[src/rtl/spi_irq_pkg.sv]
package spi_irq_pkg;
    localparam int MODE_W  = 2;
    localparam int STAT_W  = 4;
    localparam int ST_FAULT = 0;
    localparam int ST_UNDER = 1;
    localparam int ST_OVER  = 2;
    localparam int ST_COLL  = 3;

    typedef enum logic [MODE_W-1:0] {
        XM_CORE_RX = 2'b00,
        XM_CORE_TX = 2'b01,
        XM_DMA_RD  = 2'b10,
        XM_DMA_WR  = 2'b11
    } xfer_mode_e;

    typedef logic [STAT_W-1:0] stat_t;

    typedef struct packed {
        logic data_irq;
        logic err_irq;
    } irq_t;
endpackage

[src/rtl/spi_err_detect.sv]
module spi_err_detect
    import spi_irq_pkg::*;
(
    input  logic  port_en,
    input  logic  is_master,
    input  logic  mode_fault_det,
    input  logic  xfer_start,
    input  logic  tx_buf_empty,
    input  logic  xfer_done,
    input  logic  rx_buf_full,
    input  logic  tx_collide_det,
    output stat_t set_vec
);
    always_comb begin
        set_vec           = '0;
        set_vec[ST_FAULT] = port_en & is_master & mode_fault_det;
        set_vec[ST_UNDER] = port_en & xfer_start & tx_buf_empty;
        set_vec[ST_OVER]  = port_en & xfer_done & rx_buf_full;
        set_vec[ST_COLL]  = port_en & tx_collide_det;
    end
endmodule

[src/rtl/spi_stat_regs.sv]
module spi_stat_regs
    import spi_irq_pkg::*;
(
    input  logic  clk,
    input  logic  rst_n,
    input  stat_t set_vec,
    input  logic  wr_en,
    input  stat_t wr_data,
    output stat_t stat_d_o,
    output stat_t stat_q_o
);
    stat_t clr_vec;
    stat_t stat_d, stat_q;

    for (genvar gi = 0; gi < STAT_W; gi++) begin : g_bit
        // set beats clear on the same cycle
        assign clr_vec[gi] = wr_en & wr_data[gi] & ~set_vec[gi];
    end

    always_comb begin
        stat_d = (stat_q & ~clr_vec) | set_vec;
    end

    always_ff @(posedge clk) begin
        if (!rst_n) stat_q <= '0;
        else        stat_q <= stat_d;
    end

    assign stat_d_o = stat_d;
    assign stat_q_o = stat_q;
endmodule

[src/rtl/spi_irq_route.sv]
module spi_irq_route
    import spi_irq_pkg::*;
(
    input  logic              clk,
    input  logic              rst_n,
    input  logic              port_en,
    input  logic [MODE_W-1:0] xfer_mode,
    input  logic              tx_buf_empty,
    input  logic              rx_buf_full,
    input  logic              fifo_rd_rdy,
    input  logic              fifo_wr_rdy,
    input  stat_t             stat_next,
    output logic              data_irq,
    output logic              err_irq
);
    irq_t       irq_d, irq_q;
    xfer_mode_e mode;
    stat_t      err_mask;

    always_comb begin
        mode = xfer_mode_e'(xfer_mode);
        err_mask           = '0;
        err_mask[ST_FAULT] = 1'b1;
        err_mask[ST_UNDER] = (mode == XM_DMA_WR);
        err_mask[ST_OVER]  = (mode == XM_DMA_RD);

        irq_d = '0;
        unique case (mode)
            XM_CORE_RX: irq_d.data_irq = rx_buf_full;
            XM_CORE_TX: irq_d.data_irq = tx_buf_empty;
            XM_DMA_RD:  irq_d.data_irq = fifo_rd_rdy;
            XM_DMA_WR:  irq_d.data_irq = fifo_wr_rdy;
            default:    irq_d.data_irq = 1'b0;
        endcase
        irq_d.data_irq = irq_d.data_irq & port_en;
        irq_d.err_irq  = |(stat_next & err_mask);
    end

    always_ff @(posedge clk) begin
        if (!rst_n) irq_q <= '0;
        else        irq_q <= irq_d;
    end

    assign data_irq = irq_q.data_irq;
    assign err_irq  = irq_q.err_irq;
endmodule

[src/rtl/spi_irq_status_gen.sv]
module spi_irq_status_gen
    import spi_irq_pkg::*;
(
    input  logic              clk,
    input  logic              rst_n,
    input  logic              port_en,
    input  logic              is_master,
    input  logic [MODE_W-1:0] xfer_mode,
    input  logic              mode_fault_det,
    input  logic              tx_buf_empty,
    input  logic              rx_buf_full,
    input  logic              dma_fifo_rd_rdy,
    input  logic              dma_fifo_wr_rdy,
    input  logic              xfer_start,
    input  logic              xfer_done,
    input  logic              tx_collide_det,
    input  logic              stat_wr_en,
    input  logic [STAT_W-1:0] stat_wr_data,
    output logic              data_irq,
    output logic              err_irq,
    output logic [STAT_W-1:0] status
);
    stat_t set_vec;
    stat_t stat_next;

    spi_err_detect u_det (
        .port_en        (port_en),
        .is_master      (is_master),
        .mode_fault_det (mode_fault_det),
        .xfer_start     (xfer_start),
        .tx_buf_empty   (tx_buf_empty),
        .xfer_done      (xfer_done),
        .rx_buf_full    (rx_buf_full),
        .tx_collide_det (tx_collide_det),
        .set_vec        (set_vec)
    );

    spi_stat_regs u_stat (
        .clk      (clk),
        .rst_n    (rst_n),
        .set_vec  (set_vec),
        .wr_en    (stat_wr_en),
        .wr_data  (stat_wr_data),
        .stat_d_o (stat_next),
        .stat_q_o (status)
    );

    spi_irq_route u_route (
        .clk          (clk),
        .rst_n        (rst_n),
        .port_en      (port_en),
        .xfer_mode    (xfer_mode),
        .tx_buf_empty (tx_buf_empty),
        .rx_buf_full  (rx_buf_full),
        .fifo_rd_rdy  (dma_fifo_rd_rdy),
        .fifo_wr_rdy  (dma_fifo_wr_rdy),
        .stat_next    (stat_next),
        .data_irq     (data_irq),
        .err_irq      (err_irq)
    );
endmodule

[config.mk]
export PLATFORM = sky130hd
export DESIGN_NAME = spi_irq_status_gen
export DESIGN_NICKNAME = d
export VERILOG_FILES = /design/src/rtl/spi_irq_pkg.sv /design/src/rtl/spi_err_detect.sv /design/src/rtl/spi_stat_regs.sv /design/src/rtl/spi_irq_route.sv /design/src/rtl/spi_irq_status_gen.sv
export SDC_FILE = /design/constraint.sdc
export NUM_CORES = 1
export LEC_CHECK = 0
export ABC_AREA = 1
export CORE_AREA = 2 2 39 41
export DETAILED_ROUTE_END_ITERATION = 7
export DIE_AREA = 0 0 41 43
export PLACE_DENSITY = 0.74
export SYNTH_ARGS = -nofsm -noshare
export SYNTH_HDL_FRONTEND = slang
export SYNTH_HIERARCHICAL = 1
export SYNTH_SLANG_ARGS = --single-unit
[constraint.sdc]
create_clock -name clk -period 1.2 [get_ports clk]
set_clock_uncertainty 0.05 [all_clocks]
set_input_delay 0.18 -clock clk [delete_from_list [all_inputs] [get_ports clk]]
set_output_delay 0.18 -clock clk [all_outputs]
set_load 0.03 [all_outputs]
==> results by group <==
Outcome
  – Status: complete, no violations

CTS
  – Post-CTS Setup Repair Bufs: 0
  – Clock latency on the worst-skew pair: 0.24 ns
  – Clk sink count: 6
  – H-tree levels: 1
  – CTS Buf Count: 3
  – CTS root buffer: clkbuf_4
  – Clock slew at the register clock pins of the worst setup and hold paths: 0.04 ns
  – Clock tree buffer depth: 2
  – CTS tree: built
  – Hold buffers post-CTS: 0

Route
  – Drt pass-1 iters: 4
  – DRC: 0
  – Final antenna-violating net count: 0
  – Vias per cell: 4.01
  – Routed vias: 405
  – Drt total wl: 833 um
  – Detailed Route Iter0 Violations: 1
  – WL/cell: 8.25 um

Die
  – Ports: 25
  – Core Rows: 14
  – Core Area: 1380 sq um
  – Die area: 1760 sq um
  – Die Y: 43 um
  – Initial Util: 0.235
  – Die extent in x: 41 um

Synthesis
  – Synth Cell Area: 325 sq um
  – Cell count after synthesis: 55
  – Mapped Nets: 74
  – Synth warn: 6
  – Mapped Avg Cell Area: 5.91 sq um

Power
  – Worst VDD drop: 0.279 mV
  – Overall power: 553 uW
  – Power Dens Cells: 892 nW/um^2
  – Leakage Power: 0.332 nW

GRT
  – Vias in the first global route: 377
  – Total Routing Usage GR: 0.115
  – Antenna violations before repair: 0
  – Largest net degree at the start of global routing: 6
  – Congestion Overflow GR: 0
  – First-pass GRT wire length: 1320 um

Setup path
  – CP Capture Type: primary output
  – Critical path cell sequence: dlygate4sd2_1
  – FF-to-FF path depth: 6
  – WP buf/inv: 1
  – Startpoint types: flip-flop
  – Critical path start-end classification: reg2out
  – CP max-delay cell: dlygate4sd2_1
  – Largest fanout on the critical path: 1
  – CP arrival: 0.92 ns
  – Largest stage delay on the critical path: 0.38 ns
  – Largest delay share family, worst path: buffers and inverters
  – Stages on the worst setup path: 1
  – Worst EP required: 0.97 ns

STA
  – Final worst path period share: 0.955
  – Worst slew margin: 0.804
  – Max Slew Vio Count: 0
  – Final Setup Violations: 0
  – Unrepaired setup endpoints after global routing: false
  – Setup TNS: 0 ns
  – Final min period: 1.15 ns
  – F_max: 0.872 GHz
  – Worst Tran Pin Value: 0.295 ns
  – Hold Fails Final Rpt: 0

Final layout
  – Layout Cells excl Fill: 101
  – Register area: 120 sq um
  – Layout area overhead: 90.4%
  – Layout cell share with drive strength beyond 1: 0.165
  – Fillers: 159
  – Multi-input gate area: 156 sq um
  – Ant. Diodes: 0
  – Final instance area: 619 sq um
  – Nets: 106

Worst hold path
  – Worst Hold Path Cells: 5
  – HP Class: in2reg

Placement
  – Hpwl dp: 678 um
  – Port buffer count: 24
  – Gpl congestion: 0.730
  – Placed cell area: 596 sq um
  – Placed instance count: 98

Job
  – Max-Cap Viols: 0
[worst paths after layout]
path,startpoint,to,slack (ns)
max,u_route/err_irq$_SDFF_PN0_,err_irq,0.05
min reg2reg,u_stat/stat_q_o[3]$_SDFF_PN0_,u_stat/stat_q_o[3]$_SDFF_PN0_,0.42
max reg2reg,u_stat/stat_q_o[2]$_SDFF_PN0_,u_route/err_irq$_SDFF_PN0_,0.31
min,port_en,u_stat/stat_q_o[3]$_SDFF_PN0_,0.30
[area by class of cell]
class / instances / area share
Timing Repair Buffer: 27 / 0.406
Multi-Input combinational cell: 36 / 0.253
Sequential cell: 6 / 0.194
Inverter: 13 / 0.0788
Clock buffer: 3 / 0.0364
Tap cell: 16 / 0.0323
[routing by layer]
metal  track usage  vias up  wire length (um)  part of all wire
met5             0        -                 0                 0
met4         0.140        0                39             0.047
met3             0        4                54             0.065
met2         0.175       19               385              0.46
met1         0.122      160               354              0.42
li1              -      222                 -                 -
[power breakdown]
group | switching [mW] | total (mW) | internal [mW]
Combinational | 0.0694 | 0.156 | 0.0866
Sequential | 0.00378 | 0.215 | 0.211
Clock | 0.0690 | 0.182 | 0.113
Total | 0.142 | 0.553 | 0.410
[per-stage QoR]
stage | worst slack (ns) | hold WS (ns) | utilization
2_1_floorplan | 0.217 | 0.228 | -
6_report | 0.0535 | 0.295 | 0.448
5_1_grt | 0.0173 | 0.332 | 0.448
4_1_cts | 0.0397 | 0.423 | 0.446
3_3_place_gp | -0.172 | 0.406 | 0.430
3_5_place_dp | -0.185 | 0.415 | 0.430
[state kept, by name, summed over array words and instances (netlist names)]
signal / count
u_stat/stat_q_o: 4
u_route/err_irq: 1
u_route/data_irq: 1
[cell usage in the layout, fill, tap and decap left out]
master and instances:
a21oi_2 1, clkbuf_4 3, buf_4 8, dfxtp_1 6, o21bai_1 1, inv_1 12
nand3_1 5, clkdlybuf4s50_1 17, dlygate4sd2_1 1, nand2_2 1, inv_2 1, nor2_1 5
dlymetal6s2s_1 1, nand2_1 20, a21oi_1 3
[what timing repair did]
item | CTS | global route
gates cloned | 0 | 0
gates resized for setup | 1 | 1
endpoints found under the setup margin | 1 | 1
No activity file was read; power rests on OpenSTA's default activity.
